<file path="src/rtl/i2creg_pkg.sv">
package i2creg_pkg;

    typedef enum logic [2:0] {
        ST_IDLE,
        ST_ADDR,
        ST_SUB,
        ST_WDATA,
        ST_ACK,
        ST_TX,
        ST_RACK,
        ST_HOLD
    } link_st_e;

    typedef enum logic [1:0] {
        NXT_SUB,
        NXT_WDATA,
        NXT_TX
    } after_ack_e;

    typedef struct packed {
        logic       stb;
        logic [7:0] addr;
        logic [7:0] data;
    } wr_req_t;

    localparam logic [6:0] BASE_ADDR = 7'h5E;

    // strap value counts the address down from the base
    function automatic logic [6:0] strap_to_addr(input logic [1:0] sel);
        return BASE_ADDR - {5'd0, sel};
    endfunction

    // pointer advance with wrap at the top of the bank
    function automatic logic [7:0] ptr_next(input logic [7:0] p, input logic [8:0] nregs);
        if ({1'b0, p} >= nregs - 9'd1) return 8'd0;
        return p + 8'd1;
    endfunction

endpackage

</file>
<file path="src/rtl/i2creg_sync.sv">
module i2creg_sync #(
    parameter int FILT_LEN = 3
) (
    input  logic clk,
    input  logic rst,
    input  logic scl_raw,
    input  logic sda_raw,
    output logic scl_f,
    output logic sda_f
);
    logic [1:0] raw_v;
    logic [1:0] filt_v;

    assign raw_v = {sda_raw, scl_raw};

    for (genvar g = 0; g < 2; g++) begin : g_line
        logic [1:0]          meta_q;
        logic [FILT_LEN-1:0] win_q;
        logic                out_q;

        always_ff @(posedge clk) begin
            if (rst) begin
                meta_q <= 2'b11;
                win_q  <= '1;
                out_q  <= 1'b1;
            end else begin
                meta_q <= {meta_q[0], raw_v[g]};
                win_q  <= {win_q[FILT_LEN-2:0], meta_q[1]};
                if (&win_q)
                    out_q <= 1'b1;
                else if (~|win_q)
                    out_q <= 1'b0;
            end
        end

        assign filt_v[g] = out_q;
    end

    assign scl_f = filt_v[0];
    assign sda_f = filt_v[1];

endmodule

</file>
<file path="src/rtl/i2creg_bank.sv">
module i2creg_bank
    import i2creg_pkg::*;
#(
    parameter int NUM_REGS = 32
) (
    input  logic                    clk,
    input  logic                    rst,
    input  wr_req_t                 wr,
    input  logic [7:0]              rd_addr,
    output logic [7:0]              rd_data,
    output logic [NUM_REGS*8-1:0]   image
);
    localparam int         AW    = (NUM_REGS > 1) ? $clog2(NUM_REGS) : 1;
    localparam logic [8:0] NREG9 = 9'(NUM_REGS);

    logic [7:0] regs_q [NUM_REGS];

    for (genvar i = 0; i < NUM_REGS; i++) begin : g_reg
        always_ff @(posedge clk) begin
            if (rst)
                regs_q[i] <= 8'h00;
            else if (wr.stb && wr.addr == 8'(i))
                regs_q[i] <= wr.data;
        end
        assign image[i*8 +: 8] = regs_q[i];
    end

    always_comb begin
        if ({1'b0, rd_addr} < NREG9)
            rd_data = regs_q[rd_addr[AW-1:0]];
        else
            rd_data = 8'h00;
    end

    // a strobed write is visible in the bank on the next cycle
    assert_bank_update_R4: assert property (@(posedge clk) disable iff (rst)
        wr.stb |=> image[$past(wr.addr[AW-1:0])*8 +: 8] == $past(wr.data));

endmodule

</file>
<file path="src/rtl/i2creg_link.sv">
module i2creg_link
    import i2creg_pkg::*;
#(
    parameter int NUM_REGS = 32
) (
    input  logic       clk,
    input  logic       rst,
    input  logic       en,
    input  logic [6:0] own_addr,
    input  logic       scl_f,
    input  logic       sda_f,
    input  logic [7:0] rd_data,
    output logic [7:0] rd_ptr,
    output wr_req_t    wr,
    output logic       sda_oe
);
    localparam logic [8:0] NREG9 = 9'(NUM_REGS);

    logic       scl_q, sda_q;
    logic       scl_rise, scl_fall, start_det, stop_det;
    link_st_e   st_q;
    after_ack_e nxt_q;
    logic [7:0] sh_q;
    logic [3:0] cnt_q;
    logic [7:0] ptr_q;
    logic [7:0] rptr_q;
    logic       mack_q;
    logic       oe_q;
    wr_req_t    wr_q;

    always_ff @(posedge clk) begin
        if (rst) begin
            scl_q <= 1'b1;
            sda_q <= 1'b1;
        end else begin
            scl_q <= scl_f;
            sda_q <= sda_f;
        end
    end

    assign scl_rise  =  scl_f & ~scl_q;
    assign scl_fall  = ~scl_f &  scl_q;
    assign start_det =  scl_f &  scl_q &  sda_q & ~sda_f;
    assign stop_det  =  scl_f &  scl_q & ~sda_q &  sda_f;

    always_ff @(posedge clk) begin
        if (rst) begin
            st_q   <= ST_IDLE;
            nxt_q  <= NXT_SUB;
            sh_q   <= 8'h00;
            cnt_q  <= 4'd0;
            ptr_q  <= 8'h00;
            rptr_q <= 8'h00;
            mack_q <= 1'b1;
            oe_q   <= 1'b0;
            wr_q   <= '0;
        end else begin
            wr_q.stb <= 1'b0;
            if (!en) begin
                st_q <= ST_IDLE;
                oe_q <= 1'b0;
            end else if (start_det) begin
                st_q  <= ST_ADDR;
                cnt_q <= 4'd0;
                oe_q  <= 1'b0;
            end else if (stop_det) begin
                st_q <= ST_IDLE;
                oe_q <= 1'b0;
            end else begin
                case (st_q)
                    ST_ADDR, ST_SUB, ST_WDATA: begin
                        if (scl_rise) begin
                            sh_q  <= {sh_q[6:0], sda_f};
                            cnt_q <= cnt_q + 4'd1;
                        end else if (scl_fall && cnt_q == 4'd8) begin
                            cnt_q <= 4'd0;
                            if (st_q == ST_ADDR) begin
                                if (sh_q[7:1] == own_addr) begin
                                    oe_q  <= 1'b1;
                                    st_q  <= ST_ACK;
                                    nxt_q <= sh_q[0] ? NXT_TX : NXT_SUB;
                                    if (sh_q[0]) rptr_q <= 8'h00;
                                end else begin
                                    st_q <= ST_HOLD;
                                end
                            end else if (st_q == ST_SUB) begin
                                ptr_q <= sh_q;
                                oe_q  <= 1'b1;
                                st_q  <= ST_ACK;
                                nxt_q <= NXT_WDATA;
                            end else begin
                                if ({1'b0, ptr_q} < NREG9) begin
                                    wr_q.stb  <= 1'b1;
                                    wr_q.addr <= ptr_q;
                                    wr_q.data <= sh_q;
                                end
                                ptr_q <= ptr_next(ptr_q, NREG9);
                                oe_q  <= 1'b1;
                                st_q  <= ST_ACK;
                                nxt_q <= NXT_WDATA;
                            end
                        end
                    end
                    ST_ACK: begin
                        if (scl_fall) begin
                            cnt_q <= 4'd0;
                            case (nxt_q)
                                NXT_SUB: begin
                                    st_q <= ST_SUB;
                                    oe_q <= 1'b0;
                                end
                                NXT_WDATA: begin
                                    st_q <= ST_WDATA;
                                    oe_q <= 1'b0;
                                end
                                default: begin
                                    st_q <= ST_TX;
                                    sh_q <= rd_data;
                                    oe_q <= ~rd_data[7];
                                end
                            endcase
                        end
                    end
                    ST_TX: begin
                        if (scl_rise) begin
                            cnt_q <= cnt_q + 4'd1;
                        end else if (scl_fall) begin
                            if (cnt_q == 4'd8) begin
                                oe_q <= 1'b0;
                                st_q <= ST_RACK;
                            end else begin
                                oe_q <= ~sh_q[6];
                                sh_q <= {sh_q[6:0], 1'b0};
                            end
                        end
                    end
                    ST_RACK: begin
                        if (scl_rise) begin
                            mack_q <= sda_f;
                            if (!sda_f) rptr_q <= ptr_next(rptr_q, NREG9);
                        end else if (scl_fall) begin
                            cnt_q <= 4'd0;
                            if (!mack_q) begin
                                st_q <= ST_TX;
                                sh_q <= rd_data;
                                oe_q <= ~rd_data[7];
                            end else begin
                                st_q <= ST_HOLD;
                                oe_q <= 1'b0;
                            end
                        end
                    end
                    default: oe_q <= 1'b0;
                endcase
            end
        end
    end

    assign rd_ptr = rptr_q;
    assign wr     = wr_q;
    assign sda_oe = oe_q;

    // the drive only begins while SCL is low
    assert_drive_on_low_R8: assert property (@(posedge clk) disable iff (rst)
        $rose(oe_q) |-> !scl_f);

    // a low enable strap releases SDA on the next cycle
    assert_quiet_disabled_R1: assert property (@(posedge clk) disable iff (rst)
        !en |=> !oe_q && !wr_q.stb);

    // a STOP releases SDA
    assert_stop_release_R10: assert property (@(posedge clk) disable iff (rst)
        (en && stop_det) |=> !oe_q);

    // strobes only name implemented registers
    assert_wr_in_range_R5: assert property (@(posedge clk) disable iff (rst)
        wr_q.stb |-> ({1'b0, wr_q.addr} < NREG9));

    // the read pointer never leaves the bank
    assert_rptr_in_range_R6: assert property (@(posedge clk) disable iff (rst)
        ({1'b0, rptr_q} < NREG9));

endmodule

</file>
<file path="src/rtl/i2creg_target.sv">
module i2creg_target
    import i2creg_pkg::*;
#(
    parameter int NUM_REGS = 32,
    parameter int FILT_LEN = 3
) (
    input  logic                  clk,
    input  logic                  rst,
    input  logic                  en_strap,
    input  logic [1:0]            addr_sel,
    input  logic                  scl_in,
    input  logic                  sda_in,
    output logic                  sda_drive_low,
    output logic                  wr_stb,
    output logic [7:0]            wr_addr,
    output logic [7:0]            wr_data,
    output logic [NUM_REGS*8-1:0] reg_image
);
    logic       scl_f, sda_f;
    logic [7:0] rd_ptr, rd_data;
    wr_req_t    wr;

    i2creg_sync #(.FILT_LEN(FILT_LEN)) u_sync (
        .clk     (clk),
        .rst     (rst),
        .scl_raw (scl_in),
        .sda_raw (sda_in),
        .scl_f   (scl_f),
        .sda_f   (sda_f)
    );

    i2creg_link #(.NUM_REGS(NUM_REGS)) u_link (
        .clk      (clk),
        .rst      (rst),
        .en       (en_strap),
        .own_addr (strap_to_addr(addr_sel)),
        .scl_f    (scl_f),
        .sda_f    (sda_f),
        .rd_data  (rd_data),
        .rd_ptr   (rd_ptr),
        .wr       (wr),
        .sda_oe   (sda_drive_low)
    );

    i2creg_bank #(.NUM_REGS(NUM_REGS)) u_bank (
        .clk     (clk),
        .rst     (rst),
        .wr      (wr),
        .rd_addr (rd_ptr),
        .rd_data (rd_data),
        .image   (reg_image)
    );

    assign wr_stb  = wr.stb;
    assign wr_addr = wr.addr;
    assign wr_data = wr.data;

endmodule

</file>
<file path="config.mk">
export PLATFORM = sky130hd
export DESIGN_NAME = i2creg_target
export DESIGN_NICKNAME = d
export VERILOG_FILES = /design/src/rtl/i2creg_pkg.sv /design/src/rtl/i2creg_sync.sv /design/src/rtl/i2creg_bank.sv /design/src/rtl/i2creg_link.sv /design/src/rtl/i2creg_target.sv
export SDC_FILE = /design/constraint.sdc
export NUM_CORES = 1
export LEC_CHECK = 0
export ABC_AREA = 0
export BUFFER_PORTS_ARGS = -buffer_cell sky130_fd_sc_hd__clkbuf_2
export CAP_MARGIN = 40
export CORE_UTILIZATION = 50
export DETAILED_ROUTE_END_ITERATION = 8
export PLACE_DENSITY = 0.76
export SLEW_MARGIN = 5
export SYNTH_ARGS = -nofsm -noshare
export SYNTH_HDL_FRONTEND = slang
export SYNTH_SLANG_ARGS = --single-unit
</file>
<file path="constraint.sdc">
create_clock -name clk -period 2.5 [get_ports clk]
set_input_delay 0.5 -clock clk [delete_from_list [all_inputs] [get_ports clk]]
set_output_delay 0.5 -clock clk [all_outputs]
set_load 0.05 [all_outputs]
</file>
==> impl_metrics.prom <==
# TYPE chip_impl_metric gauge
chip_impl_info{name="result_of_the_run",value="complete, no violations"} 1
chip_impl_metric{name="utilization",unit="%"} 62.0
chip_impl_metric{name="floorplan.core_area",unit="sq um"} 29600
chip_impl_metric{name="seq_area_frac_synth",unit="%"} 60.5
chip_impl_metric{name="maximum_number_of_pins_on_one_net_before_global_route_repair",unit=""} 51
chip_impl_metric{name="asyncSetResetFlopFracSynth",unit="%"} 0
chip_impl_metric{name="swShare",unit="%"} 26.3
chip_impl_metric{name="areaGrowthSynthToFinish",unit="%"} 22.2
chip_impl_metric{name="p_per_area",unit="nW/um^2"} 697
chip_impl_metric{name="period_share",unit="%"} 97.7
chip_impl_metric{name="antenna_violations_before_repair",unit=""} 0
chip_impl_metric{name="detail_route.wl_per_cell",unit="microns"} 24.2
chip_impl_metric{name="hold_viol_final",unit=""} 0
chip_impl_info{name="timing.setup.critical_path_class",value="reg -> reg"} 1
chip_impl_metric{name="drv.max_cap_violation_count",unit=""} 0
chip_impl_info{name="rsz0062_at_grt",value="yes"} 1
chip_impl_metric{name="total_switching_power",unit="mW"} 3.37
chip_impl_metric{name="clk_path_buf_depth",unit=""} 3
chip_impl_metric{name="synth_cell_type_count",unit=""} 71
chip_impl_metric{name="fin_crit",unit="ns"} 2.44
chip_impl_metric{name="grt.total_usage",unit="%"} 29.5
chip_impl_metric{name="fin_worst_skew",unit="ns"} 0.0200
chip_impl_info{name="commonest_cells_after_routing_fill_and_taps_aside",value="280 x clkbuf_2, 259 x and2_1, 256 x edfxtp_1"} 1
chip_impl_metric{name="slew_headroom",unit="%"} 52.3
chip_impl_metric{name="insertedDiodeCount",unit=""} 0
chip_impl_info{name="cts-root-buf",value="clkbuf_16"} 1
chip_impl_metric{name="num_rows",unit=""} 63
chip_impl_metric{name="power.sequential.fraction",unit="%"} 48.7
chip_impl_info{name="cts_tree",value="built"} 1
chip_impl_metric{name="fillerInstances",unit=""} 2324
chip_impl_metric{name="post-route-worst-setup-slack",unit="ns"} 0.0572
chip_impl_metric{name="setup_viol_count_final",unit=""} 0
chip_impl_metric{name="remaining_drcs",unit=""} 0
chip_impl_metric{name="timing.critical_path.fanout_max",unit=""} 16
chip_impl_metric{name="gpl.final_weighted_congestion",unit=""} 0.973
chip_impl_metric{name="p_int",unit="mW"} 9.45
chip_impl_metric{name="synthesis.area_per_instance",unit="sq um"} 13.1
chip_impl_metric{name="die-area",unit="sq um"} 30800
chip_impl_metric{name="drtIter0Drc",unit=""} 1165
chip_impl_metric{name="share_clk_of_total_power",unit="%"} 41.0
chip_impl_metric{name="die_width",unit="microns"} 175
chip_impl_info{name="worst_hold_path_type",value="in -> reg"} 1
chip_impl_metric{name="start_util",unit="%"} 50.8
chip_impl_metric{name="ys_warn_count",unit=""} 0
chip_impl_metric{name="dr.pass1.iters",unit=""} 5
chip_impl_metric{name="worst-endpoint-arrival",unit="ns"} 2.83
chip_impl_metric{name="buffer_ports.inserted",unit=""} 280
chip_impl_info{name="endpoint_kind",value="register"} 1
chip_impl_metric{name="fraction_of_final_layout_cells_sized_beyond_drive_strength_1",unit="%"} 34.2
chip_impl_metric{name="vdd_ir_drop_max",unit="mV"} 0.637
chip_impl_metric{name="first_pass_grt_wire_length",unit="microns"} 66800
chip_impl_metric{name="wl",unit="microns"} 45700
chip_impl_metric{name="routed-via-count",unit=""} 11240
chip_impl_metric{name="power.leakage",unit="nW"} 6.91
chip_impl_metric{name="post_cts.resized_instances",unit=""} 0
chip_impl_info{name="yosys_most_used_dff",value="edfxtp_1"} 1
chip_impl_info{name="mostFrequentLayoutCell",value="clkbuf_2"} 1
chip_impl_metric{name="tritoncts_buffer_count",unit=""} 35
chip_impl_metric{name="syn-num-nets",unit=""} 1163
chip_impl_metric{name="share_comb_of_total_power",unit="%"} 10.4
chip_impl_metric{name="post_synth_inst_count",unit=""} 1151
chip_impl_metric{name="drv_slew",unit=""} 0
chip_impl_metric{name="place_hpwl",unit="microns"} 32800
chip_impl_metric{name="finish.net_count",unit=""} 1484
chip_impl_metric{name="die-height",unit="microns"} 175
chip_impl_metric{name="timing.critical_path.required",unit="ns"} 2.89
chip_impl_metric{name="cts.sink_count",unit=""} 327
chip_impl_metric{name="maxClockFrequency",unit="MHz"} 409
chip_impl_metric{name="yosys_register_bits",unit=""} 327
chip_impl_metric{name="vias_per_cell",unit=""} 5.96
chip_impl_metric{name="number_of_enable_flip_flop_cells_after_synthesis",unit=""} 256
chip_impl_metric{name="htree_levels",unit=""} 2
chip_impl_info{name="setup.worst_path.start_class",value="register"} 1
chip_impl_metric{name="preCtsSetupSlack",unit="ns"} -0.0108
chip_impl_metric{name="clk-insertion-delay-late",unit="ns"} 0.53
chip_impl_metric{name="gr-total-overflow",unit=""} 0
chip_impl_metric{name="final_antenna_net_count",unit=""} 0
chip_impl_metric{name="whs",unit="ns"} 0.176
chip_impl_metric{name="ioPinCount",unit=""} 281
chip_impl_metric{name="cts-hold-fix-buffers",unit=""} 0
chip_impl_metric{name="timing_worst_slew_pin_value",unit="ns"} 0.715
chip_impl_metric{name="clkTransAtPathRegs",unit="ns"} 0.06
chip_impl_metric{name="postCtsSetupRepairBufs",unit=""} 0
chip_impl_metric{name="synth.cell_area",unit="sq um"} 15000
chip_impl_metric{name="vias_in_the_first_global_route",unit=""} 10615
[cell type report]
| type | instances | area [sq um] | share of cell area, % |
|---|---|---|---|
| Inverter | 12 | 45.0 | 0.245 |
| Multi-Input combinational cell | 737 | 5570 | 30.3 |
| Clock buffer | 46 | 948 | 5.16 |
| Timing Repair Buffer | 359 | 2020 | 11.0 |
| Sequential cell | 327 | 9110 | 49.6 |
| Clock inverter | 16 | 198 | 1.08 |
| Tap cell | 390 | 488 | 2.65 |
[power groups by stage]
stage	clock [mW]	sequential, mW	combinational [mW]
6_report	5.25	6.23	1.33
5_1_grt	5.49	6.25	1.36
4_1_cts	5.30	6.23	1.33
3_5_place_dp	0	6.34	1.33
3_3_place_gp	0	6.34	1.32
2_1_floorplan	0	7.06	0.186
[sequential cells by signal, indices dropped and copies added, names as in the netlist, 2 cells and up, named ones only]
| name | flops |
|---|---|
| u_bank.regs_q | 256 |
| u_link.wr | 17 |
| u_link.ptr_q | 8 |
| u_link.rd_ptr | 8 |
| u_link.sh_q | 8 |
| u_sync.g_line.win_q | 6 |
| u_link.cnt_q | 4 |
| u_sync.g_line.meta_q | 4 |
| u_link.st_q | 3 |
| u_link.nxt_q | 2 |
[final timing paths]
path | startpoint | endpoint | slack [ns] | cells past startpoint
min reg2reg | u_sync.g_line[1].meta_q[0] | u_sync.g_line[1].meta_q[1] | 0.41 | 1
max | u_link.wr[15] | u_bank.regs_q[15][4] | 0.06 | 6
min | scl_in | u_sync.g_line[0].meta_q[0] | 0.18 | 2
max reg2reg | u_link.wr[15] | u_bank.regs_q[15][4] | 0.06 | 6
[metal layers]
metal	wire, microns	track usage (%)	vias to the layer above
met4	1960	12.9	0
met3	4320	4.29	110
met2	22000	47.4	704
met5	0	0	-
li1	-	-	4850
met1	17400	40.3	5576
[logic make-up after synthesis]
family          share of synthesized area [%]
compound gates                           5.98
xor+xnor                                0.458
fa+ha+maj                               0.416
buf+inv                                  2.41
flops                                    60.5
mux                                      11.8
simple gates                             18.4
[Yosys cell counts, drive strengths merged (4+ instances only)]
master	number	area, sq um
buf	19	91.3
nand2	60	225
a311oi	9	78.8
ha	5	62.6
clkbuf	55	216
nor3	5	25.0
edfxtp	256	7690
o21ai	46	230
mux2i	15	150
or2	14	87.6
nor2b	12	77.6
mux4	68	1530
o211ai	5	42.5
xnor2	4	42.6
nand3	25	125
nand4	4	31.3
nand2b	7	43.8
a22oi	4	30.0
a31oi	6	37.5
nor3b	5	37.5
and3	6	37.5
inv	12	45.0
dfxtp	71	1420
nor2	80	300
mux2	8	90.1
and2	259	1620
a21oi	37	189
[stage by stage]
stage | power (mW) | area (sq um) | setup TNS (ns) | std cells
floorplan | 7.25 | 15000 | 0 | 1151
global placement | 7.66 | 17200 | 0 | 1825
detailed placement | 7.67 | 17200 | -0.0108 | 1825
CTS | 12.9 | 18400 | 0 | 1887
global route | 13.1 | 18400 | -2.86 | 1887
finish | 12.8 | 18400 | 0 | 1887
[critical path: stages (launching register included)]
cell	delay [ns]
dfxtp_1	0.32
nor4b_1	0.35
buf_4	0.19
nand2b_1	0.10
nand2b_1	0.49
nor2_1	0.65
and2_1	0.22
Power figures use the tool's default switching activity.
